### src/rtl/dxw_pkg.sv
package dxw_pkg;
  localparam int unsigned DATA_W = 16;
  localparam int unsigned ADDR_W = 5;

  localparam logic [ADDR_W-1:0] OFS_RELOAD = 5'h00;
  localparam logic [ADDR_W-1:0] OFS_STAT1  = 5'h04;
  localparam logic [ADDR_W-1:0] OFS_STAT2  = 5'h06;
  localparam logic [ADDR_W-1:0] OFS_CTRL   = 5'h08;
  localparam logic [ADDR_W-1:0] OFS_INIT   = 5'h12;

  localparam int unsigned BIT_FIRST  = 3;
  localparam int unsigned BIT_SECOND = 1;
  localparam int unsigned BIT_BOOT   = 2;
  localparam int unsigned BIT_HALT   = 11;

  typedef enum logic [2:0] {
    SEL_NONE,
    SEL_RELOAD,
    SEL_STAT1,
    SEL_STAT2,
    SEL_CTRL,
    SEL_INIT
  } reg_sel_e;
endpackage

### src/rtl/dxw_decode.sv
module dxw_decode
  import dxw_pkg::*;
(
  input  logic [ADDR_W-1:0] addr_i,
  output reg_sel_e          sel_o
);
  always_comb begin
    case (addr_i)
      OFS_RELOAD: sel_o = SEL_RELOAD;
      OFS_STAT1:  sel_o = SEL_STAT1;
      OFS_STAT2:  sel_o = SEL_STAT2;
      OFS_CTRL:   sel_o = SEL_CTRL;
      OFS_INIT:   sel_o = SEL_INIT;
      default:    sel_o = SEL_NONE;
    endcase
  end
endmodule

### src/rtl/dxw_counter.sv
module dxw_counter #(
  parameter int unsigned CNT_W        = 10,
  parameter int unsigned EXTRA_W      = 6,
  parameter int unsigned INIT_DEFAULT = 4,
  parameter int unsigned MIN_INIT     = 4
) (
  input  logic               clk,
  input  logic               rst,
  input  logic               tick_i,
  input  logic               halt_i,
  input  logic               reload_wr_i,
  input  logic               init_wr_i,
  input  logic [CNT_W-1:0]   init_cnt_i,
  input  logic [EXTRA_W-1:0] init_extra_i,
  output logic [CNT_W-1:0]   cnt_o,
  output logic [CNT_W-1:0]   init_o,
  output logic [EXTRA_W-1:0] extra_o,
  output logic               expire_o
);
  localparam logic [CNT_W-1:0] INIT_RST = CNT_W'(INIT_DEFAULT);
  localparam logic [CNT_W-1:0] INIT_MIN = CNT_W'(MIN_INIT);
  localparam logic [CNT_W-1:0] ONE      = CNT_W'(1);

  logic [CNT_W-1:0]   cnt_q;
  logic [CNT_W-1:0]   init_q;
  logic [EXTRA_W-1:0] extra_q;
  logic               run;

  assign run      = tick_i && !halt_i && !reload_wr_i;
  assign expire_o = run && (cnt_q <= ONE);

  always_ff @(posedge clk) begin
    if (rst) begin
      init_q  <= INIT_RST;
      extra_q <= '0;
    end else if (init_wr_i) begin
      extra_q <= init_extra_i;
      if (init_cnt_i >= INIT_MIN) init_q <= init_cnt_i;
    end
  end

  always_ff @(posedge clk) begin
    if (rst)                cnt_q <= INIT_RST;
    else if (reload_wr_i)   cnt_q <= init_q;
    else if (expire_o)      cnt_q <= init_q;
    else if (run)           cnt_q <= cnt_q - ONE;
  end

  assign cnt_o   = cnt_q;
  assign init_o  = init_q;
  assign extra_o = extra_q;

  assert_init_legal_R3: assert property (@(posedge clk) disable iff (rst)
    init_q >= INIT_MIN);
  assert_halt_freeze_R5: assert property (@(posedge clk) disable iff (rst)
    (halt_i && !reload_wr_i) |=> $stable(cnt_q));
  assert_cnt_nonzero_R6: assert property (@(posedge clk) disable iff (rst)
    cnt_q != '0);
  assert_expire_reload_R6: assert property (@(posedge clk) disable iff (rst)
    expire_o |=> (cnt_q == $past(init_q)));
endmodule

### src/rtl/dxw_stage.sv
module dxw_stage (
  input  logic clk,
  input  logic rst,
  input  logic expire_i,
  input  logic no_reboot_i,
  input  logic clr_first_i,
  input  logic clr_second_i,
  input  logic clr_boot_i,
  output logic first_o,
  output logic second_o,
  output logic boot_o,
  output logic irq_o,
  output logic rst_req_o
);
  logic first_q, second_q, boot_q, irq_q, rst_req_q;
  logic stage1_hit, stage2_hit;

  assign stage1_hit = expire_i && !first_q;
  assign stage2_hit = expire_i &&  first_q;

  always_ff @(posedge clk) begin
    if (rst) begin
      first_q   <= 1'b0;
      second_q  <= 1'b0;
      boot_q    <= 1'b0;
      irq_q     <= 1'b0;
      rst_req_q <= 1'b0;
    end else begin
      irq_q     <= stage1_hit;
      rst_req_q <= stage2_hit && !no_reboot_i;
      if (stage1_hit)       first_q <= 1'b1;
      else if (clr_first_i) first_q <= 1'b0;
      if (stage2_hit)        second_q <= 1'b1;
      else if (clr_second_i) second_q <= 1'b0;
      if (stage2_hit && !no_reboot_i) boot_q <= 1'b1;
      else if (clr_boot_i)            boot_q <= 1'b0;
    end
  end

  assign first_o   = first_q;
  assign second_o  = second_q;
  assign boot_o    = boot_q;
  assign irq_o     = irq_q;
  assign rst_req_o = rst_req_q;

  assert_irq_single_R7: assert property (@(posedge clk) disable iff (rst)
    irq_q |=> !irq_q);
  assert_irq_sets_first_R7: assert property (@(posedge clk) disable iff (rst)
    irq_q |-> first_q);
  assert_rst_after_first_R8: assert property (@(posedge clk) disable iff (rst)
    rst_req_q |-> (second_q && boot_q && $past(first_q)));
  assert_pulses_exclusive_R8: assert property (@(posedge clk) disable iff (rst)
    !(irq_q && rst_req_q));
  assert_noreboot_blocks_R10: assert property (@(posedge clk) disable iff (rst)
    rst_req_q |-> !$past(no_reboot_i));
endmodule

### src/rtl/dual_expiry_wdt.sv
module dual_expiry_wdt
  import dxw_pkg::*;
#(
  parameter int unsigned CNT_W        = 10,
  parameter int unsigned INIT_DEFAULT = 4,
  parameter int unsigned MIN_INIT     = 4
) (
  input  logic              clk,
  input  logic              rst,
  input  logic              tick_i,
  input  logic              no_reboot_i,
  input  logic              wr_en_i,
  input  logic              rd_en_i,
  input  logic [ADDR_W-1:0] addr_i,
  input  logic [DATA_W-1:0] wdata_i,
  output logic [DATA_W-1:0] rdata_o,
  output logic              irq_o,
  output logic              sys_rst_req_o
);
  localparam int unsigned EXTRA_W = DATA_W - CNT_W;

  reg_sel_e            sel;
  logic                halt_q;
  logic [CNT_W-1:0]    cnt, init_cnt;
  logic [EXTRA_W-1:0]  init_extra;
  logic                expire;
  logic                first_f, second_f, boot_f;
  logic [DATA_W-1:0]   rd_mux, rdata_q;
  logic                wr_reload, wr_init, wr_stat1, wr_stat2, wr_ctrl;

  dxw_decode u_decode (.addr_i(addr_i), .sel_o(sel));

  assign wr_reload = wr_en_i && (sel == SEL_RELOAD);
  assign wr_init   = wr_en_i && (sel == SEL_INIT);
  assign wr_stat1  = wr_en_i && (sel == SEL_STAT1);
  assign wr_stat2  = wr_en_i && (sel == SEL_STAT2);
  assign wr_ctrl   = wr_en_i && (sel == SEL_CTRL);

  always_ff @(posedge clk) begin
    if (rst)          halt_q <= 1'b1;
    else if (wr_ctrl) halt_q <= wdata_i[BIT_HALT];
  end

  dxw_counter #(
    .CNT_W(CNT_W), .EXTRA_W(EXTRA_W),
    .INIT_DEFAULT(INIT_DEFAULT), .MIN_INIT(MIN_INIT)
  ) u_counter (
    .clk(clk), .rst(rst), .tick_i(tick_i), .halt_i(halt_q),
    .reload_wr_i(wr_reload), .init_wr_i(wr_init),
    .init_cnt_i(wdata_i[CNT_W-1:0]), .init_extra_i(wdata_i[DATA_W-1:CNT_W]),
    .cnt_o(cnt), .init_o(init_cnt), .extra_o(init_extra), .expire_o(expire)
  );

  dxw_stage u_stage (
    .clk(clk), .rst(rst), .expire_i(expire), .no_reboot_i(no_reboot_i),
    .clr_first_i(wr_stat1 && wdata_i[BIT_FIRST]),
    .clr_second_i(wr_stat2 && wdata_i[BIT_SECOND]),
    .clr_boot_i(wr_stat2 && wdata_i[BIT_BOOT]),
    .first_o(first_f), .second_o(second_f), .boot_o(boot_f),
    .irq_o(irq_o), .rst_req_o(sys_rst_req_o)
  );

  always_comb begin
    rd_mux = '0;
    case (sel)
      SEL_RELOAD: rd_mux[CNT_W-1:0] = cnt;
      SEL_INIT:   rd_mux = {init_extra, init_cnt};
      SEL_STAT1:  rd_mux[BIT_FIRST] = first_f;
      SEL_STAT2: begin
        rd_mux[BIT_SECOND] = second_f;
        rd_mux[BIT_BOOT]   = boot_f;
      end
      SEL_CTRL:   rd_mux[BIT_HALT] = halt_q;
      default:    rd_mux = '0;
    endcase
  end

  always_ff @(posedge clk) begin
    if (rst)          rdata_q <= '0;
    else if (rd_en_i) rdata_q <= rd_mux;
  end
  assign rdata_o = rdata_q;

  assert_halt_no_expiry_R5: assert property (@(posedge clk) disable iff (rst)
    halt_q |=> !(irq_o || sys_rst_req_o));
  assert_halt_readback_R5: assert property (@(posedge clk) disable iff (rst)
    wr_ctrl |=> (halt_q == $past(wdata_i[BIT_HALT])));
endmodule

### config.mk
export PLATFORM = sky130hd
export DESIGN_NAME = dual_expiry_wdt
export DESIGN_NICKNAME = d
export VERILOG_FILES = /design/src/rtl/dxw_pkg.sv /design/src/rtl/dxw_decode.sv /design/src/rtl/dxw_counter.sv /design/src/rtl/dxw_stage.sv /design/src/rtl/dual_expiry_wdt.sv
export SDC_FILE = /design/constraint.sdc
export NUM_CORES = 1
export LEC_CHECK = 0
export ABC_AREA = 1
export BUFFER_PORTS_ARGS = -buffer_cell sky130_fd_sc_hd__buf_2
export CORE_ASPECT_RATIO = 0.9
export CORE_MARGIN = 4
export CORE_UTILIZATION = 30
export DETAILED_ROUTE_END_ITERATION = 16
export PLACE_DENSITY_LB_ADDON = 0.08
export REMOVE_ABC_BUFFERS = 1
export SKIP_LAST_GASP = 1
export SLEW_MARGIN = 20
export SYNTH_ARGS = -nofsm -noshare
export SYNTH_HDL_FRONTEND = slang
export SYNTH_HIERARCHICAL = 1
export SYNTH_SLANG_ARGS = --single-unit
### constraint.sdc
create_clock -name clk -period 1.7 [get_ports clk]
set_input_delay 0.17 -clock clk [delete_from_list [all_inputs] [get_ports clk]]
set_output_delay 0.17 -clock clk [all_outputs]
set_load 0.01 [all_outputs]
### Yosys cells after proc, flatten, opt, wreduce, memory -nomap -nowiden

Cells that the tools add are included.
W data, S select, Z words.

* $add $sub $neg: 1
* multipliers: 0
* div/mod/pow operators: 0
* $lt $le $gt $ge: 2
* equality and inequality tests: 9
* shift operators: 0
* multiplexer cells: 17
* bitwise gates (word level): 0
* reductions and logical operators: 24

Operators by type and width (number)
* $mux W10: 3
* $pmux W3 S5: 1
* $logic_and A1 B1 Y1: 14
* $pmux W6 S2: 1
* $eq A5 B3 Y1 const B: 2
* $ge A10 B3 Y1 const B: 1
* $le A10 B1 Y1 const B: 1
* $sub A10 B1 Y10 const B: 1
* $mux W1: 7
* $eq A3 B2 Y1 const B: 2
* $eq A3 B3 Y1 const B: 2
* $pmux W2 S3: 1
* $reduce_bool A2 Y1: 3
* $eq A5 B4 Y1 const B: 1
* $eq A5 B5 Y1 const B: 1
* $logic_not A5 Y1: 1
* $logic_not A1 Y1: 4
* $mux W4: 1
* $pmux W1 S2: 2
* $eq A3 B1 Y1 const B: 1
* $pmux W1 S3: 1
* $reduce_bool A3 Y1: 1
* $reduce_and A2 Y1: 1

* flip-flop bits (word level): 48
* latch bits: 0
* bits in writable memories: 0
* memory bits (read-only): 0
* output and inout port bits: 18
* memories kept: 0

### Logic depth before layout (Yosys ltp)

Gate-level depths: netlist of the first run.

* word-level depth: 10
* mapped depth: 17

### By module

The synthesis of the first run kept the hierarchy.

Modules (own cells, without submodules)
* dxw_counter: times used 1, cells an instance 202, area each 1352.5 sq um
* dual_expiry_wdt: times used 1, cells an instance 138, area each 927.1 sq um
* dxw_stage: times used 1, cells an instance 23, area each 186.4 sq um
* dxw_decode: times used 1, cells an instance 14, area each 73.8 sq um

### Worst setup path before layout of the first run

Ideal clock, no wire load.

* path type: input -> register
* start: in addr_i[2]
* end: reg u_counter.cnt_q[0], in the netlist u_counter/cnt_o[0]
* setup time: 0.114 ns
* arrival time: 1.753 ns
* required time: 1.586 ns
* path slack: -0.166 ns
* stages on the path: 15
* buffers on the path: 1
* path through: inv_1 nor2_2 nor3b_2 inv_2 nand2_2 nor3_1 inv_2 nand2_1 nor2_4 nand2_4 nand2_4 buf_8 nor2_2 o21bai_1 inv_1

* longest elaborated chain between the ends: 9

RTL lines
* from (decl): RTL line dual_expiry_wdt.sv:14 `input logic [ADDR_W-1:0] addr_i,`
* $eq A5 B5 Y1, or another cell as far along: RTL line dxw_decode.sv:8 `case (addr_i)`
* $pmux W3 S5 (*): RTL line dxw_decode.sv:8
* named net sel[1]: RTL line dual_expiry_wdt.sv:22 `reg_sel_e sel;`
* $eq A3 B1 Y1 (*): RTL line dual_expiry_wdt.sv:33 `assign wr_reload = wr_en_i && (sel == SEL_RELOAD);`
* $logic_and A1 B1 Y1 (*): RTL line dual_expiry_wdt.sv:33
* named net wr_reload: RTL line dual_expiry_wdt.sv:29 `logic wr_reload, wr_init, wr_stat1, wr_stat2, wr_ctrl;`
* $logic_not A1 Y1: RTL line dxw_counter.sv:29 `assign run = tick_i && !halt_i && !reload_wr_i;`
* $logic_and A1 B1 Y1: RTL line dxw_counter.sv:29
* $logic_and A1 B1 Y1: RTL line dxw_counter.sv:30 `assign expire_o = run && (cnt_q <= ONE);`
* $mux W10: RTL line dxw_counter.sv:45 `else if (expire_o) cnt_q <= init_q;`
* $mux W10: RTL line dxw_counter.sv:44 `else if (reload_wr_i) cnt_q <= init_q;`
* to (signal assigned): RTL line dxw_counter.sv:44
* to (signal assigned): RTL line dxw_counter.sv:45
* to (signal assigned): RTL line dxw_counter.sv:46 `else if (run) cnt_q <= cnt_q - ONE;`
* to (decl): RTL line dxw_counter.sv:24 `logic [CNT_W-1:0] cnt_q;`

Mark *: on every way through the listed nets, which the timed path passes. The rest lies on a longest branch.
A chain may end at the register's enable or synchronous reset.

### Final worst setup path of the first run

* start: reg u_counter.cnt_q[1], in the netlist u_counter/cnt_o[1]
* end: reg u_counter.cnt_q[7], in the netlist u_counter/cnt_o[7]

* longest elaborated chain between the ends: 4

RTL lines (RTL line)
* $sub A10 B1 Y10 / $le A10 B1 Y1 (equally long branches): dxw_counter.sv:46, dxw_counter.sv:30
* $mux W10 / $logic_and A1 B1 Y1 (equally long branches): dxw_counter.sv:46, dxw_counter.sv:30
* $mux W10: dxw_counter.sv:45
* $mux W10: dxw_counter.sv:44

Parallel ways exist; a longest one is shown, timed or not. The select of a mux whose other input is x is not followed.

==> out/metrics.csv, run 1 <==
stage,metric,value,unit
cts,CTS H-tree depth,2,
die,DIE AREA,0.01000,sq mm
setup_path,reg-to-reg endpoint,u_counter/cnt_o[7]$_SDFFE_PP0P_,
synthesis,Main synth FF type,dfxtp_1,
setup_path,Critical path origin,u_counter/cnt_o[1]$_SDFFE_PP0P_,
setup_path,R2R depth,12,
cts,CTS buffer count,5,
routing,average routed wire per standard cell,12.90,microns
timing,Min Hold Slack,87.76,ps
setup_path,RR Startpoint,u_counter/cnt_o[1]$_SDFFE_PP0P_,
hold_path,end of the worst hold path,u_counter/extra_o[4]$_SDFFE_PP0P_,
finish,fin nets,469,
cts,root buffer cell,clkbuf_8,
timing,maximum clock rate,666.8,MHz
cts,post-CTS resize count,0,
timing,Max Slew Vio Count,0,
place,DP Worst Slack,-178.1,ps
cts,Skew-Pair Late Insertion Delay,300,ps
global_route,largest net degree at the start of global routing,24,
die,core area,0.008145,sq mm
timing,Slew HR,68.68,%
cts,CTS max path bufs,2,
hold_path,worst hold path depth,3,
global_route,Total GRT Usage,14.78,%
hold_path,Hold Crit Class,input port to flop,
hold_path,min-delay src,wdata_i[14],
routing,Initial DRT Pass Iterations,6,
pwr,LEAKAGE,1.547,nW
setup_path,Required @ worst endpoint,1890,ps
die,Row Count,31,
cts,post-CTS setup buffer count,0,
cts,clk sinks,48,
timing,clock skew,4.388,ps
finish,Area Overhead vs Synth,24.48,%
routing,Vias,2487,
timing,TNS Setup,0,ps
synthesis,Cells after Synth,377,
cts,hold-fix buffers at CTS,0,
routing,final WL,6953,microns
synthesis,post-synth top area share,37.83,%
timing,Setup Viol. Count Final,0,
routing,Post-route DRC,0,
synthesis,post-synthesis average cell area,6.737,sq um
synthesis,Post-synth EDFFs,0,
die,Horiz. Die Dim,105.0,microns
timing,Least-Margin Pin Slew,466.9,ps
synthesis,sequential-to-total area share from yosys stat,37.83,%
timing,RSZ-0062 raised after global routing,false,
routing,First DRT Iteration DRCs,87,
setup_path,CP Class,flop to flop,
synthesis,ys async rst share,0,%
global_route,first-pass GRT wire length,11760,microns
routing,mean number of vias per cell,4.614,
die,Die H,95.29,microns
synthesis,Syn. warnings,6,
place,IO Port Bufs,44,
timing,Final Hold Viols,0,
timing,fin crit share,88.21,%
finish,share of layout cells above drive strength 1,25.45,%
run,max-capacitance violation count,0,
synthesis,Post-synth top cells,"nand2_1 (87), nor2_1 (56), dfxtp_1 (48)",
routing,DRT antenna net count,0,
setup_path,"Max FO, Critical Path",5,
cts,"Clk pin slew, worst setup/hold paths",90,ps
global_route,antenna violations before repair,0,
setup_path,CP Launch Type,flop,
finish,Util after Layout,38.82,%
run_status,status,finished clean,
setup_path,register-to-register setup slack,200,ps
synthesis,Synth area leader,dfxtp_1,
timing,Final WS setup,200.4,ps
place,hpwl dp,5362,microns
pwr,PwrDens,769.6,mW/mm^2
setup_path,CP arrival,1690,ps
die,I/O pin cnt,45,
synthesis,Synth Cell Area,0.002540,sq mm
die,Starting Density,31.18,%
setup_path,Crit. End Element,flop,
global_route,GR Overflow Total,0,
synthesis,count of cell types in the netlist,29,
synthesis,synthesized flop and latch total,48,
place,Placer Congestion,0.8063,
pwr,Worst IR Drop VDD,324.2,uV
timing,fin crit period,1500,ps
synthesis,"count leader, synth",nand2_1,
global_route,vias in the first global route,2411,
cts,CTS tree,built,
finish,n_diodes,0,
synthesis,top post-synthesis cells by area,"dfxtp_1 (38%), nand2_1 (13%), nor2_1 (8.3%)",
-- state kept, by name, indices dropped and copies added, names as in the netlist --
signal and flops:
u_stage/irq_o 1, rdata_o 16, u_stage/second_o 1, halt_q 1
u_stage/rst_req_o 1, u_counter/extra_o 6, u_counter/cnt_o 10, u_stage/boot_o 1
u_counter/init_o 10, u_stage/first_o 1
-- cell type report --
cell class / instances / area (sq um)
Fill cell: 904 / 4984
Multi-Input combinational cell: 266 / 1338
Sequential cell: 48 / 965.9
Timing Repair Buffer: 67 / 405.4
Inverter: 52 / 200.2
Tap cell: 99 / 123.9
Clock buffer: 5 / 68.82
Clock inverter: 2 / 60.06
-- metrics by stage --
stage,total power (W),std cells,instance area [sq um]
detailed placement,0.001469,532,3009
finish,0.002433,539,3162
global route,0.002547,539,3162
global placement,0.001468,532,3009
CTS,0.002463,539,3138
floorplan,0.001333,366,2480
-- worst max path at each step --
stage,end,slack [ps],cells after the start
after detailed placement,u_counter/cnt_o[8]$_SDFFE_PP0P_,-180,15
final,u_counter/cnt_o[7]$_SDFFE_PP0P_,200,12
after floorplan,u_counter/init_o[2]$_SDFFE_PP1P_,-230,10
after global routing,u_counter/cnt_o[7]$_SDFFE_PP0P_,10,12
after CTS,u_counter/cnt_o[8]$_SDFFE_PP0P_,130,11
after global placement,u_counter/cnt_o[8]$_SDFFE_PP0P_,-130,14
-- cells by family (layout without fill, tap and decap cells) --
family	after synthesis	in the layout	share of synthesized area, %
adders and majority gates	2	2	0.9851
buffers and inverters	63	126	10.25
xor gates and xnor gates	3	3	1.035
DFF	48	48	37.83
AOI/OAI and AO/OA	50	50	10.89
and+or+nand+nor	211	211	39.01
-- power by group --
| group | switching [W] | internal, W |
|---|---|---|
| clock network | 0.000411 | 0.000580 |
| logic | 0.000170 | 0.000113 |
| registers | 0.0000167 | 0.00114 |
| total | 0.000598 | 0.00184 |
-- worst max-delay path, stage by stage (launching register included) --
cell and delay [ps]:
dfxtp_4 370, inv_1 90, ha_1 150, inv_1 50, nand2_1 60, nand2_1 60, nor2_2 120, nand2_4 100
buf_4 160, nand3_1 80, nand2_1 50, nand2_1 50, a21oi_1 50
-- layout by cell type, fill, tap and decap left out, types with 7 or more instances in the layout --
cell,instances
nand4_1,11
buf_2,44
o21ai_0,22
nand3_1,32
inv_1,44
nand2_2,7
nand2_1,87
a21oi_1,18
buf_4,22
nor2_2,7
dfxtp_1,46
nor2_1,54
-- layer usage --
| metal | vias up | part of all wire, % | GRT usage, % |
|---|---|---|---|
| li1 | 1320 | - | - |
| met1 | 1115 | 49 | 19.79 |
| met3 | 8 | 3.8 | 2.844 |
| met5 | - | 0 | 0 |
| met4 | 0 | 1.5 | 4.372 |
| met2 | 44 | 46 | 24.36 |
No activity file was read; power rests on OpenSTA's default activity.
==> run 2: changes to the inputs <==
--- a/config.mk
+++ b/config.mk
@@ -8,7 +8,6 @@
 export ABC_AREA = 1
 export BUFFER_PORTS_ARGS = -buffer_cell sky130_fd_sc_hd__buf_2
 export CORE_ASPECT_RATIO = 0.9
-export CORE_MARGIN = 4
 export CORE_UTILIZATION = 30
 export DETAILED_ROUTE_END_ITERATION = 16
 export PLACE_DENSITY_LB_ADDON = 0.08
==> constraint.sdc (replaced) <==
create_clock -name clk -period 1.9 [get_ports clk]
set_input_delay 0.19 -clock clk [delete_from_list [all_inputs] [get_ports clk]]
set_output_delay 0.19 -clock clk [all_outputs]
set_load 0.01 [all_outputs]
==> out/metrics.csv, run 2 (synthesis results as in run 1) <==
stage,metric,value,unit,change
cts,"Clk pin slew, worst setup/hold paths",80,ps,about the same
place,DP Area,0.002952,sq mm,-1.9%
setup_path,"Max FO, Critical Path",14,,+9
setup_path,CP arrival,1860,ps,+170 ps
cts,clk sinks,48,,unchanged
pwr,PwrDens,616.4,mW/mm^2,-20%
global_route,first-pass GRT wire length,11140,microns,-5.3%
routing,Post-route DRC,0,,unchanged
place,hpwl dp,5111,microns,-4.7%
cts,post-CTS setup buffer count,0,,unchanged
timing,Setup Viol. Count Final,0,,unchanged
die,core area,0.008145,sq mm,unchanged
timing,Final Hold Viols,0,,unchanged
finish,max FFs per register,16,,unchanged
routing,Vias,2400,,-3.5%
routing,Initial DRT Pass Iterations,4,,-2
cts,CTS buffer count,5,,unchanged
timing,RSZ-0062 raised after global routing,false,,
routing,final WL,6726,microns,-3.3%
finish,area of the multi-input gates,0.001319,sq mm,-1.4%
place,IO Port Bufs,44,,unchanged
routing,First DRT Iteration DRCs,82,,-5.7%
cts,Skew-Pair Late Insertion Delay,300,ps,about the same
pwr,LEAKAGE,1.488,nW,-3.8%
cts,post-CTS resize count,0,,unchanged
setup_path,Required @ worst endpoint,2130,ps,+240 ps
place,Placed Cells,526,,-1.1%
finish,Filler Cells Inserted,921,,+1.9%
cts,CTS max path bufs,2,,unchanged
setup_path,CP Class,flop to flop,,
run,max-capacitance violation count,0,,unchanged
timing,fin crit period,1633,ps,+133.1 ps
finish,"most common cell after layout, fill and taps aside",nand2_1,,
cts,hold-fix buffers at CTS,0,,unchanged
finish,fin nets,463,,-1.3%
finish,Final Instance Count excl. Fillers,533,,-1.1%
setup_path,Crit. End Element,flop,,
cts,CTS tree,built,,
finish,storage element area,960.9,sq um,-0.52%
global_route,vias in the first global route,2300,,-4.6%
timing,clock skew,4.742,ps,+0.3540 ps
timing,Slew HR,71.18,%,+2.5 points
pwr,Worst IR Drop VDD,280.2,uV,-14%
setup_path,CP Launch Type,flop,,
finish,Area Overhead vs Synth,19.26,%,
timing,Least-Margin Pin Slew,429.6,ps,-37.28 ps
global_route,antenna violations before repair,0,,unchanged
finish,n_diodes,0,,unchanged
hold_path,Hold Crit Class,input port to flop,,
die,Die H,89.29,microns,-6.3%
timing,Max Slew Vio Count,0,,unchanged
die,DIE AREA,0.008839,sq mm,-12%
place,Placer Congestion,0.7548,,-6.4%
finish,"Design Area, Final",0.003029,sq mm,-4.2%
finish,most frequent cells in the layout,"nand2_1 (87), nor2_1 (56), dfxtp_1 (48), inv_1 (44), buf_2 (44)",,
cts,CTS H-tree depth,2,,unchanged
die,Row Count,31,,unchanged
run_status,status,finished clean,,
die,Starting Density,31.18,%,unchanged
routing,mean number of vias per cell,4.503,,-2.4%
finish,Util after Layout,37.19,%,-1.6 points
die,I/O pin cnt,45,,unchanged
global_route,Total GRT Usage,16.35,%,+1.6 points
die,Horiz. Die Dim,98.99,microns,-5.7%
cts,root buffer cell,clkbuf_8,,
pwr,Tot Pwr,0.001867,W,-23%
finish,share of layout cells above drive strength 1,23.04,%,-2.4 points
routing,DRT antenna net count,0,,unchanged
routing,average routed wire per standard cell,12.62,microns,-2.2%
global_route,GR Overflow Total,0,,unchanged
timing,maximum clock rate,612.5,MHz,-8.2%
timing,fin crit share,85.94,%,-2.3 points
global_route,largest net degree at the start of global routing,24,,unchanged
[run 2: cell count changes in the layout (fill, tap and decap cells not counted), moves of 2 or more]
cell / before / now
buf_4: 22 / 17
bufinv_16: 2 / 0
dfxtp_1: 46 / 48
nor2_1: 54 / 56
nor2_2: 7 / 5
[run 2: worst paths after layout]
path / cells after the start / end / start / slack [ps]
setup / recovery: 12 / u_counter/cnt_o[7]$_SDFFE_PP0P_ / u_counter/cnt_o[0]$_SDFFE_PP0P_ / 270
hold / removal: 3 / u_counter/extra_o[2]$_SDFFE_PP0P_ / wdata_i[12] / 120
setup reg to reg: 12 / u_counter/cnt_o[7]$_SDFFE_PP0P_ / u_counter/cnt_o[0]$_SDFFE_PP0P_ / 270
hold reg to reg: 2 / rdata_o[12]$_SDFFE_PP0P_ / u_counter/extra_o[2]$_SDFFE_PP0P_ / 460
[run 2: critical path: stages, from the launching register on]
cell and delay, ps:
dfxtp_1 340, inv_1 120, ha_1 160, inv_1 60, nand2_1 70, nand2_1 50, nor2_1 190, nand2_4 100
nand2_4 170, nand2_1 90, nand2_1 70, nand2_1 40, a21oi_1 110
[run 2: cell type report]
class,count,area share [%]
multi-input cells,266,43.54
clock inverters,1,0.1652
well taps,99,4.089
flip-flops and latches,48,31.72
clock buffers,6,2.396
inverters,52,6.609
repair buffers,61,11.48
[run 2: where the power goes]
| group | switching (W) | internal [W] | total (W) |
|---|---|---|---|
| Combinational | 0.000148 | 0.0000923 | 0.000240 |
| Clock | 0.000338 | 0.000251 | 0.000589 |
| Sequential | 0.0000149 | 0.00102 | 0.00104 |
| Total | 0.000501 | 0.00137 | 0.00187 |
[run 2: per-layer routing]
metal | wire length (microns) | GRT usage (%) | vias up
li1 | - | - | 1296
met1 | 3397 | 22.08 | 1067
met2 | 3089 | 27.59 | 33
met3 | 196 | 2.737 | 4
met4 | 42 | 3.664 | 0
met5 | 0 | 0 | -
[run 2: per-stage QoR]
step	hold WS, ps	TNS [ps]	setup slack [ps]
6_report	116.0	0	267.2
5_1_grt	115.6	0	78.54
4_1_cts	103.3	0	253.4
3_5_place_dp	423.4	0	46.72
3_3_place_gp	419.4	0	72.21
2_1_floorplan	252.4	-261.4	-53.43
==> run 3: changes to the inputs <==
--- a/config.mk
+++ b/config.mk
@@ -9,8 +9,10 @@
 export BUFFER_PORTS_ARGS = -buffer_cell sky130_fd_sc_hd__buf_2
 export CORE_ASPECT_RATIO = 0.9
 export CORE_UTILIZATION = 30
+export CTS_BUF_LIST = sky130_fd_sc_hd__clkbuf_8
 export DETAILED_ROUTE_END_ITERATION = 16
 export PLACE_DENSITY_LB_ADDON = 0.08
+export RECOVER_POWER = 25
 export REMOVE_ABC_BUFFERS = 1
 export SKIP_LAST_GASP = 1
 export SLEW_MARGIN = 20
==> out/metrics.csv, run 3 (synthesis results as in run 1) <==
stage,metric,value,unit,change
setup_path,Worst Setup EP,u_counter/cnt_o[7]$_SDFFE_PP0P_,,
finish,fin nets,463,,unchanged
global_route,first-pass GRT wire length,11140,microns,unchanged
timing,TNS Setup,0,ps,unchanged
setup_path,Most common cell on crit path,nand2_1,,
setup_path,CP Launch Type,flop,,
routing,average routed wire per standard cell,12.61,microns,about the same
run,max-capacitance violation count,0,,unchanged
finish,most frequent cells in the layout,"nand2_1 (87), nor2_1 (56), dfxtp_1 (48), inv_1 (45), nand3_1 (32)",,
routing,Vias,2404,,+0.17%
timing,Least-Margin Pin Slew,431.2,ps,+1.553 ps
place,IO Port Bufs,44,,unchanged
setup_path,cells along the critical path,inv_1 -> ha_1 -> inv_1 -> nand2_1 -> nand2_1 -> nor2_1 -> nand2_4 -> nand2_4 -> nand2_1 -> nand2_1 -> nand2_1 -> a21oi_1,,
global_route,GR Overflow Total,0,,unchanged
pwr,PwrDens,618.4,mW/mm^2,+0.34%
routing,DRT antenna net count,0,,unchanged
setup_path,"Max FO, Critical Path",14,,unchanged
finish,"most common cell after layout, fill and taps aside",nand2_1,,
die,Die H,89.29,microns,unchanged
routing,final WL,6720,microns,about the same
setup_path,peak per-stage delay on the critical path,350,ps,about the same
global_route,Total GRT Usage,16.35,%,unchanged
run_status,status,finished clean,,
global_route,largest net degree at the start of global routing,24,,unchanged
routing,Met2 Wirelength,3100,microns,+0.36%
die,core area,0.008145,sq mm,unchanged
setup_path,CP arrival,1860,ps,about the same
cts,CTS tree,built,,
cts,clk sinks,48,,unchanged
routing,Initial DRT Pass Iterations,4,,unchanged
finish,area of the multi-input gates,0.001319,sq mm,unchanged
cts,post-CTS setup buffer count,0,,unchanged
cts,hold-fix buffers at CTS,0,,unchanged
die,DIE AREA,0.008839,sq mm,unchanged
setup_path,R2R depth,12,,unchanged
die,Horiz. Die Dim,98.99,microns,unchanged
finish,share of layout cells above drive strength 1,19.35,%,-3.7 points
setup_path,CP Class,flop to flop,,
finish,storage element area,960.9,sq um,unchanged
timing,Setup Viol. Count Final,0,,unchanged
setup_path,crit path buf inv count,2,,unchanged
setup_path,WP depth,12,,unchanged
timing,clock skew,5.548,ps,+0.8054 ps
setup_path,Crit. End Element,flop,,
setup_path,Required @ worst endpoint,2130,ps,about the same
global_route,vias in the first global route,2300,,unchanged
cts,"Clk pin slew, worst setup/hold paths",80,ps,about the same
finish,Filler Cells Inserted,928,,+0.76%
routing,Top Layer Used,met4,,
global_route,antenna violations before repair,0,,unchanged
finish,max FFs per register,16,,unchanged
routing,DR WL met3,189,microns,-3.6%
setup_path,CP max stage cell,dfxtp_1,,
place,Placer Congestion,0.7548,,unchanged
pwr,LEAKAGE,1.425,nW,-4.2%
cts,root buffer cell,clkbuf_8,,
timing,fin crit share,85.91,%,about the same
routing,Post-route DRC,0,,unchanged
hold_path,Hold Crit Class,input port to flop,,
timing,Min Hold Slack,116.2,ps,+0.2000 ps
setup_path,Critical path origin,u_counter/cnt_o[0]$_SDFFE_PP0P_,,
setup_path,"delay-heaviest family, CP",simple AND/OR/NAND/NOR gates,,
timing,Final Hold Viols,0,,unchanged
cts,CTS max path bufs,2,,unchanged
die,I/O pin cnt,45,,unchanged
pwr,Worst IR Drop VDD,279.7,uV,-0.18%
routing,First DRT Iteration DRCs,78,,-4.9%
finish,Area Overhead vs Synth,18.47,%,
timing,Slew HR,71.08,%,-0.10 points
timing,fin crit period,1632,ps,-0.4920 ps
routing,mean number of vias per cell,4.510,,+0.17%
routing,wl on met1,3388,microns,-0.26%
setup_path,register-to-register setup slack,270,ps,about the same
place,hpwl dp,5111,microns,unchanged
finish,n_diodes,0,,unchanged
timing,Max Slew Vio Count,0,,unchanged
die,Starting Density,31.18,%,unchanged
cts,CTS H-tree depth,2,,unchanged
setup_path,RR Startpoint,u_counter/cnt_o[0]$_SDFFE_PP0P_,,
cts,CTS buffer count,5,,unchanged
cts,Skew-Pair Late Insertion Delay,300,ps,about the same
setup_path,reg-to-reg endpoint,u_counter/cnt_o[7]$_SDFFE_PP0P_,,
die,Row Count,31,,unchanged
timing,maximum clock rate,612.6,MHz,about the same
timing,RSZ-0062 raised after global routing,false,,
cts,post-CTS resize count,0,,unchanged
run 3: cell type report:
class / count / share of cell area, %
multi-input combinational: 266 / 43.83
sequential: 48 / 31.93
clock inverter: 2 / 0.2911
tap: 99 / 4.116
timing repair buffer: 61 / 10.89
inverter: 52 / 6.653
clock buffer: 5 / 2.287
run 3: how the worst min path moves through the flow:
stage | start | to | cells past startpoint
2_1_floorplan | rst | rdata_o[10]$_SDFFE_PP0P_ | 1
3_3_place_gp | wdata_i[12] | u_counter/extra_o[2]$_SDFFE_PP0P_ | 3
3_5_place_dp | wdata_i[15] | u_counter/extra_o[5]$_SDFFE_PP0P_ | 3
4_1_cts | wdata_i[13] | u_counter/extra_o[3]$_SDFFE_PP0P_ | 3
5_1_grt | no_reboot_i | u_stage/rst_req_o$_SDFF_PP0_ | 4
6_report | wdata_i[12] | u_counter/extra_o[2]$_SDFFE_PP0P_ | 3
run 3: worst register-to-register path, stage by stage, from the launching register on:
cell     delay (ps)
dfxtp_1         350
inv_1           120
ha_1            160
inv_1            60
nand2_1          70
nand2_1          50
nor2_1          190
nand2_4         100
nand2_4         170
nand2_1          90
nand2_1          70
nand2_1          40
a21oi_1         110
run 3: per-stage QoR:
stage | util (%) | area [sq um] | instances | setup WS [ps] | power, W
2_1_floorplan | - | 2480 | 366 | -53.43 | 0.001193
3_3_place_gp | 36.24 | 2952 | 526 | 72.21 | 0.001304
3_5_place_dp | 36.24 | 2952 | 526 | 46.72 | 0.001305
4_1_cts | 37.19 | 3029 | 533 | 253.4 | 0.001898
5_1_grt | 36.94 | 3009 | 533 | 78.54 | 0.001967
6_report | 36.94 | 3009 | 533 | 267.7 | 0.001861
run 3: routing by layer:
metal,GRT usage [%],up-vias
li1,-,1297
met1,22.08,1072
met5,0,-
met3,2.737,4
met2,27.59,31
met4,3.664,0
run 3: power by group:
group          total (W)  switching (W)  leakage [nW]  internal (W)
logic           0.000238       0.000148         0.991     0.0000901
clock network   0.000585       0.000339        0.0452      0.000246
registers        0.00104      0.0000152         0.389       0.00102
total            0.00186       0.000502          1.42       0.00136
